--- config.mk ---
export PLATFORM = sky130hd
export DESIGN_NAME = bsel_decoder
export DESIGN_NICKNAME = d
export VERILOG_FILES = /design/src/rtl/bsel_pkg.sv /design/src/rtl/bsel_addr_trap.sv /design/src/rtl/bsel_strobe_dec.sv /design/src/rtl/bsel_reply_timer.sv /design/src/rtl/bsel_decoder.sv
export SDC_FILE = /design/constraint.sdc
export NUM_CORES = 1
export LEC_CHECK = 0
export BUFFER_PORTS_ARGS = -buffer_cell sky130_fd_sc_hd__buf_2
export CORE_AREA = 2 2 39 41
export DETAILED_ROUTE_END_ITERATION = 8
export DIE_AREA = 0 0 41 43
export GPL_TIMING_DRIVEN = 0
export PLACE_DENSITY = 0.68
export SLEW_MARGIN = 20
export SYNTH_ARGS = -nofsm -noshare
export SYNTH_HDL_FRONTEND = slang
export SYNTH_SLANG_ARGS = --single-unit
--- constraint.sdc ---
create_clock -name clk -period 2.7 [get_ports clk]
set_input_delay 0.675 -clock clk [delete_from_list [all_inputs] [get_ports clk]]
set_output_delay 0.675 -clock clk [all_outputs]
set_load 0.02 [all_outputs]
--- src/rtl/bsel_pkg.sv ---
package bsel_pkg;

    // Kind of write decoded from the data-out strobe, width line and A0
    typedef enum logic [1:0] {
        WR_NONE = 2'b00,
        WR_LOW  = 2'b01,
        WR_HIGH = 2'b10,
        WR_BOTH = 2'b11
    } wr_kind_e;

    // Transaction-time control inputs bundled together
    typedef struct packed {
        logic active;
        logic din;
        logic dout;
        logic byte_mode;
    } strobe_ctl_t;

    function automatic wr_kind_e decode_write(input strobe_ctl_t c, input logic a0);
        wr_kind_e k;
        k = WR_NONE;
        if (c.active && c.dout) begin
            if (!c.byte_mode)  k = WR_BOTH;
            else if (a0)       k = WR_HIGH;
            else               k = WR_LOW;
        end
        return k;
    endfunction

    function automatic int unsigned cnt_width(input int unsigned limit);
        return (limit < 1) ? 1 : $clog2(limit + 1);
    endfunction

endpackage

--- src/rtl/bsel_addr_trap.sv ---
module bsel_addr_trap #(
    parameter int unsigned ADDR_W  = 3,
    localparam int unsigned NUM_SEL = 1 << (ADDR_W - 1)
) (
    input  logic              clk,
    input  logic              rst,
    input  logic              sync_i,
    input  logic              enb_i,
    input  logic [ADDR_W-1:0] dal_i,
    output logic              active_o,
    output logic              hit_o,
    output logic              a0_o,
    output logic [NUM_SEL-1:0] sel_o
);
    logic              sync_q;
    logic              hit_q;
    logic [ADDR_W-1:0] addr_q;
    logic              capture;

    assign capture = sync_i && !sync_q;

    always_ff @(posedge clk) begin
        if (rst) begin
            sync_q <= 1'b0;
            hit_q  <= 1'b0;
            addr_q <= '0;
        end else begin
            sync_q <= sync_i;
            if (capture) begin
                addr_q <= dal_i;
                hit_q  <= enb_i;
            end else if (!sync_i) begin
                hit_q  <= 1'b0;
            end
        end
    end

    assign active_o = sync_i && sync_q;
    assign hit_o    = hit_q;
    assign a0_o     = addr_q[0];

    for (genvar g = 0; g < NUM_SEL; g++) begin : g_sel
        assign sel_o[g] = active_o && hit_q && (addr_q[ADDR_W-1:1] == (ADDR_W-1)'(g));
    end

    assert_sel_onehot_R3: assert property (@(posedge clk) disable iff (rst)
        $onehot0(sel_o));

    assert_sel_held_R4: assert property (@(posedge clk) disable iff (rst)
        (active_o && $past(active_o)) |-> $stable(sel_o));

endmodule

--- src/rtl/bsel_strobe_dec.sv ---
module bsel_strobe_dec
    import bsel_pkg::*;
(
    input  logic clk,
    input  logic rst,
    input  logic active_i,
    input  logic din_i,
    input  logic dout_i,
    input  logic wtbt_i,
    input  logic a0_i,
    output logic rd_word_o,
    output logic wr_lo_o,
    output logic wr_hi_o
);
    strobe_ctl_t ctl;
    wr_kind_e    kind;

    always_comb begin
        ctl.active    = active_i;
        ctl.din       = din_i;
        ctl.dout      = dout_i;
        ctl.byte_mode = wtbt_i;
        kind          = decode_write(ctl, a0_i);
    end

    assign rd_word_o = ctl.active && ctl.din;
    assign wr_lo_o   = kind[0];
    assign wr_hi_o   = kind[1];

    assert_byte_excl_R7: assert property (@(posedge clk) disable iff (rst)
        (wr_lo_o && wr_hi_o) |-> !wtbt_i);

    assert_wr_needs_out_R6: assert property (@(posedge clk) disable iff (rst)
        (wr_lo_o || wr_hi_o) |-> (dout_i && active_i));

endmodule

--- src/rtl/bsel_reply_timer.sv ---
module bsel_reply_timer
    import bsel_pkg::*;
#(
    parameter int unsigned DELAY_CYC = 4,
    localparam int unsigned CNT_W    = cnt_width(DELAY_CYC)
) (
    input  logic clk,
    input  logic rst,
    input  logic trig_i,
    output logic reply_o
);
    localparam logic [CNT_W-1:0] LIMIT = CNT_W'(DELAY_CYC);

    logic [CNT_W-1:0] cnt_q;

    always_ff @(posedge clk) begin
        if (rst)              cnt_q <= '0;
        else if (!trig_i)     cnt_q <= '0;
        else if (cnt_q != LIMIT) cnt_q <= cnt_q + 1'b1;
    end

    assign reply_o = trig_i && (cnt_q == LIMIT);

    assert_reply_waits_R8: assert property (@(posedge clk) disable iff (rst)
        (reply_o && (DELAY_CYC != 0)) |-> $past(trig_i));

    assert_restart_R9: assert property (@(posedge clk) disable iff (rst)
        (trig_i && !$past(trig_i) && (DELAY_CYC != 0)) |-> !reply_o);

endmodule

--- src/rtl/bsel_decoder.sv ---
module bsel_decoder #(
    parameter int unsigned ADDR_W    = 3,
    parameter int unsigned DELAY_CYC = 4,
    localparam int unsigned NUM_SEL  = 1 << (ADDR_W - 1)
) (
    input  logic               clk,
    input  logic               rst,
    input  logic               sync_i,
    input  logic               enb_i,
    input  logic [ADDR_W-1:0]  dal_i,
    input  logic               wtbt_i,
    input  logic               din_i,
    input  logic               dout_i,
    input  logic               vec_i,
    output logic [NUM_SEL-1:0] sel_o,
    output logic               rd_word_o,
    output logic               wr_lo_o,
    output logic               wr_hi_o,
    output logic               reply_o
);
    logic active;
    logic hit;
    logic a0;
    logic trig;

    bsel_addr_trap #(.ADDR_W(ADDR_W)) u_trap (
        .clk      (clk),
        .rst      (rst),
        .sync_i   (sync_i),
        .enb_i    (enb_i),
        .dal_i    (dal_i),
        .active_o (active),
        .hit_o    (hit),
        .a0_o     (a0),
        .sel_o    (sel_o)
    );

    bsel_strobe_dec u_strobe (
        .clk       (clk),
        .rst       (rst),
        .active_i  (active),
        .din_i     (din_i),
        .dout_i    (dout_i),
        .wtbt_i    (wtbt_i),
        .a0_i      (a0),
        .rd_word_o (rd_word_o),
        .wr_lo_o   (wr_lo_o),
        .wr_hi_o   (wr_hi_o)
    );

    // Address term gated by the captured enable; vector term is unconditional
    assign trig = vec_i || (active && hit && (din_i || dout_i));

    bsel_reply_timer #(.DELAY_CYC(DELAY_CYC)) u_timer (
        .clk     (clk),
        .rst     (rst),
        .trig_i  (trig),
        .reply_o (reply_o)
    );

    assert_idle_quiet_R11: assert property (@(posedge clk) disable iff (rst)
        !sync_i |-> (sel_o == '0 && !rd_word_o && !wr_lo_o && !wr_hi_o));

    assert_reply_source_R10: assert property (@(posedge clk) disable iff (rst)
        (reply_o && !sync_i) |-> vec_i);

endmodule

== After elaboration in Yosys (flattened, before gate mapping) ==
Cells that the tools add are included.

* Register bits: 8
* Output and inout port bits: 8
* Word-level logic and storage cells: 33

* $add $sub $neg: 1
* Equality and inequality tests: 6
* Mux-type cells: 5
* Bitwise gates (word level): 1
* Reduce and logical (&&, ||, !) cells: 16

{| class="wikitable"
|+ Operators with widths
! kind !! number
|-
| $logic_and A1 B1 Y1 || 11
|-
| $mux W2 || 3
|-
| $eq A2 B2 Y1 const B || 2
|-
| $add A3 B1 Y3 const B || 1
|-
| $eq A3 B3 Y1 const B || 1
|-
| $ne A3 B3 Y1 const B || 1
|-
| $eq A2 B1 Y1 const B || 1
|-
| $logic_not A2 Y1 || 1
|-
| $logic_or A1 B1 Y1 || 2
|-
| $mux W1 || 2
|-
| $ne A2 B1 Y1 const B || 1
|-
| $reduce_or A2 Y1 || 1
|-
| $logic_not A1 Y1 || 1
|-
| $not A1 Y1 || 1
|}

== Depth between registers and ports, before layout ==
Gate-level depths: netlist of run 1.

* Depth in word-level cells: 6
* Mapped depth: 5

== Hierarchy ==
A second synthesis of run 1 with hierarchy kept.

* Cell total of the unflattened synthesis: 50
* Area total of the unflattened synthesis: 446.7 um^2

{| class="wikitable"
|+ Modules (own cells, without submodules)
! module !! times used !! cells each !! area an instance (um^2) !! sequential area each (um^2)
|-
| bsel_addr_trap || 1 || 25 || 237.7 || 100.1
|-
| bsel_reply_timer || 1 || 18 || 166.4 || 60.1
|-
| bsel_strobe_dec || 1 || 5 || 23.8 || 0.0
|-
| bsel_decoder || 1 || 2 || 18.8 || 0.0
|}

== Worst setup path before layout of run 1 ==
No wires, ideal clock.

* Kind: input -> output
* Start point: in sync_i
* End point: out sel_o[1]
* Arrival time: 1.296 ns
* Required time: 2.025 ns
* Setup slack: 0.729 ns
* Stages: 2
* Buffers on the path: 0
* Cell sequence: nand3_2 nor3b_1

* Longest elaborated chain between the ends: 3

{| class="wikitable"
|+ Ends and longest elaborated chain
! item !! RTL line !! source
|-
| start, declared || bsel_decoder.sv:8 || <nowiki>input logic sync_i,</nowiki>
|-
| $logic_and A1 B1 Y1 || bsel_addr_trap.sv:38 || <nowiki>assign active_o = sync_i && sync_q;</nowiki>
|-
| $logic_and A1 B1 Y1 (2 in a row) || bsel_addr_trap.sv:43 || <nowiki>assign sel_o[g] = active_o && hit_q && (addr_q[ADDR_W-1:1] == (ADDR_W-1)'(g));</nowiki>
|-
| end, declared || bsel_decoder.sv:15 || <nowiki>output logic [NUM_SEL-1:0] sel_o,</nowiki>
|}

Every way passes these cells.

== Worst setup path in the final report of run 1 ==
* Start point: in sync_i
* End point: out reply_o

* Longest elaborated chain between the ends: 5

{| class="wikitable"
|+ Ends and longest elaborated chain
! item !! RTL line !! source
|-
| $logic_and A1 B1 Y1 || bsel_addr_trap.sv:38 ||
|-
| $logic_and A1 B1 Y1 (2 in a row) || bsel_decoder.sv:52 || <nowiki>assign trig = vec_i || (active && hit && (din_i || dout_i));</nowiki>
|-
| $logic_or A1 B1 Y1 || bsel_decoder.sv:52 ||
|-
| $logic_and A1 B1 Y1 || bsel_reply_timer.sv:22 || <nowiki>assign reply_o = trig_i && (cnt_q == LIMIT);</nowiki>
|-
| end, declared || bsel_decoder.sv:19 || <nowiki>output logic reply_o</nowiki>
|}

Every way passes these cells.

==> flow_metrics.py, run 1 <==
metrics = {
    "grt": {
        "grt_pass1_wl_mm": 1.28,
        "grt_max_degree": 7,
        "track_usage": 0.111,
        "grt_pass1_vias": 351,
        "gr-total-overflow": 0,
        "grt_antenna_before_repair": 0,
    },
    "timing": {
        "min_period_ns": 2.10,
        "tightest_slew_ns": 0.331,
        "finalMaxSlewViolations": 0,
        "max_freq_mhz": 477,
        "fin_ws_ns": 0.602,
        "fin_skew_ns": 0.00216,
        "period_share": 0.777,
        "maxSlewHeadroom": 0.779,
        "rsz0062_at_grt": "false",
        "tns_ns": 0,
        "setup_viol": 0,
        "hold_violations": 0,
    },
    "final_layout": {
        "n_fill_cell": 153,
        "finalInstanceArea_um2": 546,
        "fin_nets": 85,
        "areaGrowthSynthToFinish_pct": 32.1,
        "final_core_util": 0.394,
        "final-seq-area_um2": 160,
        "drive_above_1_share": 0.371,
        "insertedDiodeCount": 0,
        "multi_input_area_um2": 238,
    },
    "setup_path": {
        "cpPeakStageDelay_ns": 0.21,
        "crit_family": "buffers and inverters",
        "required_ns": 2.03,
        "start_kind": "input port",
        "r2r_cells": 3,
        "path_max_fanout": 6,
        "cp.depth": 5,
        "cp_slowest_cell": "and3_2",
        "criticalPathCategory": "input port to primary output",
        "crit_path_end_kind": "primary output",
        "worstPathCellList": "buf_2 -> and3_2 -> o21ai_0 -> a21oi_1 -> buf_2",
        "cp_common_cell": "buf_2",
        "crit_arrival_ns": 1.42,
        "cp_num_buf_inv": 2,
    },
    "clocking": {
        "cts_tree": "done",
        "hold_buffers": 0,
        "ctsLongestPathBuffers": 2,
        "cts_sinks": 8,
        "cts_buffers": 3,
        "clk_pin_slew_ns": 0.05,
        "cts_root_buffer": "clkbuf_4",
        "cts_resized": 0,
        "htree_levels": 1,
        "clock_latency_ns": 0.25,
        "post-cts-setup-buffers": 0,
    },
    "logic_synthesis": {
        "synth_cell_types": 18,
        "mappedNetlistNets": 62,
        "post-synth-top-count-cell": "dfxtp_1",
        "ys_ff_latch": 8,
        "synth_top_area_share": 0.388,
        "ys.warnings.count": 0,
        "synth_area_um2": 413,
        "synth_edf_count": 0,
        "postSynth.asyncResetShare": 0,
        "synth_commonest_cells": "dfxtp_1, nor2_1",
        "ys_seq_area_frac": 0.388,
        "syn_avg_cell_area_um2": 8.43,
        "synthCells": 49,
        "yosysTopAreaCell": "dfxtp_1",
        "synthTopCellsByArea": "dfxtp_1, mux2i_1, nor2_1",
        "synth_flop_cell": "dfxtp_1",
    },
    "die": {
        "core.rowCount": 14,
        "start_util": 0.298,
        "design.die.area_um2": 1760,
        "num_io_pins": 19,
        "die_x_um": 41,
        "die_y_um": 43,
        "coreArea_um2": 1380,
    },
    "power_and_ir_drop": {
        "combPwrFrac": 0.125,
        "power_density_nw_per_um2": 459,
        "finalPower_mw": 0.251,
        "swShare": 0.240,
        "p_switching_mw": 0.0602,
        "intPower_mw": 0.190,
        "clkPwrFrac": 0.359,
        "ir_drop_v": 0.000173,
        "seqPwrFrac": 0.516,
        "leakage_nw": 0.267,
    },
    "detailed_routing": {
        "wire_per_inst_um": 9.73,
        "ant_nets": 0,
        "drt_iter0_drc": 7,
        "wl_um": 837,
        "via_per_inst": 4.48,
        "num_vias": 385,
        "first_pass_iters": 2,
        "drcViolationCount": 0,
    },
    "place": {
        "dpl_cell_area_um2": 523,
        "place.gp.congestion": 0.744,
        "dp_slack_ns": 0.624,
        "dp_hpwl_um": 689,
        "io_buffer_count": 18,
    },
    "run_status": {
        "status": "finished clean",
    },
    "min_path": {
        "hold_depth": 2,
        "hold_class": "flip-flop to flip-flop",
    },
    "job": {
        "maxCapViolations": 0,
    },
}
## logic make-up (layout without fill, tap and decap cells)
kind of cell               count (synthesis)  in the layout  synth area share
and+or+nand+nor                           24             24             0.312
DFF                                        8              8             0.388
AOI/OAI and AO/OA                          6              6            0.0848
muxes                                      4              4            0.0970
buffers and inverters                      4             25            0.0364
adders and majority gates                  2              2            0.0606
xor gates and xnor gates                   1              1            0.0212
## worst paths after layout
check | to | slack (ns) | from
setup / recovery | reply_o | 0.60 | sync_i
hold / removal | u_timer.cnt_q[1] | 0.50 | u_timer.cnt_q[1]
setup reg to reg | u_timer.cnt_q[2] | 1.54 | u_trap.sync_q
hold reg to reg | u_timer.cnt_q[1] | 0.50 | u_timer.cnt_q[1]
## layout make-up
cell class	count	share of cell area
Tap cell	16	0.0367
Sequential cell	8	0.294
Clock buffer	3	0.0413
Multi-Input combinational cell	37	0.436
Timing Repair Buffer	18	0.165
Inverter	4	0.0275
## worst min-delay path, delay by kind of cell (launching register included)
family / cells / cell delay, ns
AO/OA/AOI/OAI: 1 / 0.06
flip-flops: 1 / 0.32
AND/OR/NAND/NOR: 1 / 0.08
## registers in the layout (all words and copies together), names as in the netlist
name,flops
u_trap.sync_q,1
u_timer.cnt_q,3
u_trap.addr_q,3
u_trap.hit_o,1
## layout by cell type, fill, tap and decap left out, types with 2 or more instances in the layout
| master | netlist | final |
|---|---|---|
| buf_2 | 0 | 18 |
| dfxtp_1 | 8 | 8 |
| nor2_1 | 7 | 7 |
| inv_1 | 4 | 4 |
| a21oi_1 | 4 | 4 |
| nand2_1 | 4 | 4 |
| mux2i_1 | 4 | 4 |
| nor2b_1 | 3 | 3 |
| clkbuf_4 | 0 | 3 |
| nand3_1 | 2 | 2 |
| and3_2 | 2 | 2 |
| nor3_1 | 2 | 2 |
| ha_1 | 2 | 2 |
## metrics by stage
stage | hold WS (ns) | std cells
floorplan | 0.467 | 49
detailed placement | 0.495 | 83
global route | 0.564 | 86
global placement | 0.491 | 83
finish | 0.504 | 86
CTS | 0.502 | 86
## per-layer routing
metal | share of wire | track usage | up-vias
li1 | - | - | 210
met1 | 0.46 | 0.131 | 153
met2 | 0.39 | 0.163 | 20
met3 | 0.13 | 0.0471 | 2
met4 | 0.020 | 0.0600 | 0
met5 | 0 | 0 | -
## power by group through the flow
stage / sequential [mW] / clock [mW] / combinational [mW]
floorplan: 0.131 / 0 / 0.0178
global route: 0.130 / 0.102 / 0.0352
CTS: 0.129 / 0.0945 / 0.0318
finish: 0.129 / 0.0898 / 0.0313
global placement: 0.132 / 0 / 0.0305
detailed placement: 0.132 / 0 / 0.0315
Power figures use the tool's default switching activity.
==> run 2, diff against run 1 <==
ABC_AREA = 1   (was unset)
PLACE_DENSITY = 0.67   (was 0.68)
clock period = 2.2 ns   (was 2.7 ns; I/O delays follow)
==> flow_metrics.py, run 2 <==
metrics = {
    "detailed_routing": {
        "drt_iter0_drc": 2,
        "wl_um": 765,
        "wire_per_inst_um": 8.60,
        "num_vias": 385,
        "drcViolationCount": 0,
        "via_per_inst": 4.33,
        "first_pass_iters": 2,
        "ant_nets": 0,
    },
    "die": {
        "die_x_um": 41,
        "design.die.area_um2": 1760,
        "num_io_pins": 19,
        "coreArea_um2": 1380,
        "core.rowCount": 14,
        "start_util": 0.287,
        "die_y_um": 43,
    },
    "setup_path": {
        "r2r_cells": 7,
        "path_max_fanout": 4,
        "worst_r2r_endpoint": "u_timer.cnt_q[1]",
        "crit_path_end_kind": "primary output",
        "r2r_start": "u_timer.cnt_q[0]",
        "required_ns": 1.65,
        "reg2reg_slack_ns": 1.13,
        "start_kind": "flip-flop",
        "criticalPathCategory": "flip-flop to primary output",
        "crit_arrival_ns": 1.34,
    },
    "place": {
        "dp_hpwl_um": 628,
        "dpl_cell_area_um2": 507,
        "dp_slack_ns": 0.331,
        "io_buffer_count": 18,
        "place.gp.congestion": 0.672,
    },
    "grt": {
        "grt_pass1_vias": 349,
        "grt_antenna_before_repair": 0,
        "track_usage": 0.108,
        "gr-total-overflow": 0,
        "grt_max_degree": 7,
        "grt_pass1_wl_mm": 1.26,
    },
    "logic_synthesis": {
        "post-synth-top-count-cell": "inv_1",
        "synth_edf_count": 0,
        "syn_avg_cell_area_um2": 7.63,
        "synth_flop_cell": "dfxtp_1",
        "yosysTopAreaCell": "dfxtp_1",
        "synth_cell_types": 15,
        "synthCells": 52,
        "synth_commonest_cells": "inv_1, dfxtp_1, a21oi_1, nor2_1",
        "postSynth.asyncResetShare": 0,
        "ys_ff_latch": 8,
        "mappedNetlistNets": 65,
        "ys.warnings.count": 0,
        "ys_seq_area_frac": 0.404,
        "synth_top_area_share": 0.404,
        "synth_area_um2": 397,
        "synthTopCellsByArea": "dfxtp_1, inv_1, a21oi_1",
    },
    "min_path": {
        "holdPathEnd": "u_trap.addr_q[0]",
        "hold_depth": 2,
        "hold_class": "flip-flop to flip-flop",
        "min-delay-start": "u_trap.addr_q[0]",
    },
    "clocking": {
        "post-cts-setup-buffers": 0,
        "cts_root_buffer": "clkbuf_4",
        "cts_sinks": 8,
        "cts_resized": 0,
        "cts_tree": "done",
        "clock_latency_ns": 0.25,
        "cts_buffers": 3,
        "clk_pin_slew_ns": 0.05,
        "ctsLongestPathBuffers": 2,
        "htree_levels": 1,
        "hold_buffers": 0,
    },
    "final_layout": {
        "finalInstanceArea_um2": 529,
        "insertedDiodeCount": 0,
        "drive_above_1_share": 0.356,
        "final_cell_mix": "buf_2, inv_1, dfxtp_1",
        "reg_top3": "u_timer.cnt_q: 3 flops, u_trap.addr_q: 3 flops",
        "areaGrowthSynthToFinish_pct": 33.4,
        "layout_commonest_cell": "buf_2",
        "fin_nets": 88,
    },
    "timing": {
        "finalMaxSlewViolations": 0,
        "hold_violations": 0,
        "tightest_slew_ns": 0.173,
        "min_period_ns": 1.89,
        "setup_viol": 0,
        "period_share": 0.860,
        "fin_skew_ns": 0.00143,
        "max_freq_mhz": 529,
        "tns_ns": 0,
        "rsz0062_at_grt": "false",
        "fin_ws_ns": 0.309,
        "maxSlewHeadroom": 0.884,
    },
    "run_status": {
        "status": "finished clean",
    },
    "power_and_ir_drop": {
        "finalPower_mw": 0.307,
        "power_density_nw_per_um2": 579,
        "ir_drop_v": 0.000282,
        "leakage_nw": 0.282,
    },
    "job": {
        "maxCapViolations": 0,
    },
}
-- run 2: changes by cell type in the layout (fill, tap and decap cells not counted), moves of 2 or more --
| cell | before | now |
|---|---|---|
| a21oi_1 | 4 | 6 |
| inv_1 | 4 | 10 |
| mux2i_1 | 4 | 0 |
| nor2b_1 | 3 | 0 |
| nor3_1 | 2 | 4 |
| o21ai_0 | 1 | 4 |
| xor2_1 | 0 | 2 |
-- run 2: where the power goes --
group	total (mW)	leakage, nW	internal, mW	switching (mW)
combinational	0.0389	0.202	0.0170	0.0219
sequential	0.158	0.0659	0.153	0.00508
clock	0.110	0.0138	0.0623	0.0473
-- run 2: logic make-up (layout without fill, tap and decap cells) --
group                    count (synthesis)  count (layout)  synth area share
AO/OA/AOI/OAI                           11              11             0.155
XOR/XNOR                                 2               2            0.0442
adder cells (fa/ha/maj)                  2               2            0.0631
buffers and inverters                   10              31            0.0946
flip-flops                               8               8             0.404
AND/OR/NAND/NOR                         19              19             0.240
-- run 2: cell type report --
class	instances	area (µm²)
clock buffer	3	22.5
fill	150	855
inverter	10	37.5
multi-input combinational	34	199
sequential	8	160
tap	16	20.0
timing repair buffer	18	90.1
-- run 2: through the flow --
stage          instances  utilization  hold slack, ns
6_report              89        0.382           0.467
5_1_grt               89        0.382           0.489
4_1_cts               89        0.382           0.471
3_5_place_dp          86        0.366           0.466
3_3_place_gp          86        0.366           0.462
2_1_floorplan         52            -           0.444
-- run 2: worst max path at each step --
stage | start | end | slack (ns) | depth (start not counted)
2_1_floorplan | sync_i | sel_o[0] | 0.52 | 2
3_3_place_gp | sync_i | reply_o | 0.34 | 5
3_5_place_dp | sync_i | reply_o | 0.33 | 5
4_1_cts | u_timer.cnt_q[0] | reply_o | 0.29 | 6
5_1_grt | u_timer.cnt_q[0] | reply_o | 0.19 | 6
6_report | u_timer.cnt_q[0] | reply_o | 0.31 | 6
-- run 2: layer usage --
layer,track usage,vias to the layer above,share of wire
li1,-,214,-
met1,0.122,160,0.45
met3,0.0157,2,0.042
met4,0.100,0,0.013
met2,0.163,9,0.49
met5,0,-,0
-- run 2: worst max-delay path, cell delays in order (launching register included) --
cell	delay, ns
dfxtp_1	0.33
inv_1	0.06
ha_1	0.19
nand2_1	0.13
inv_1	0.06
and2_2	0.18
buf_2	0.15
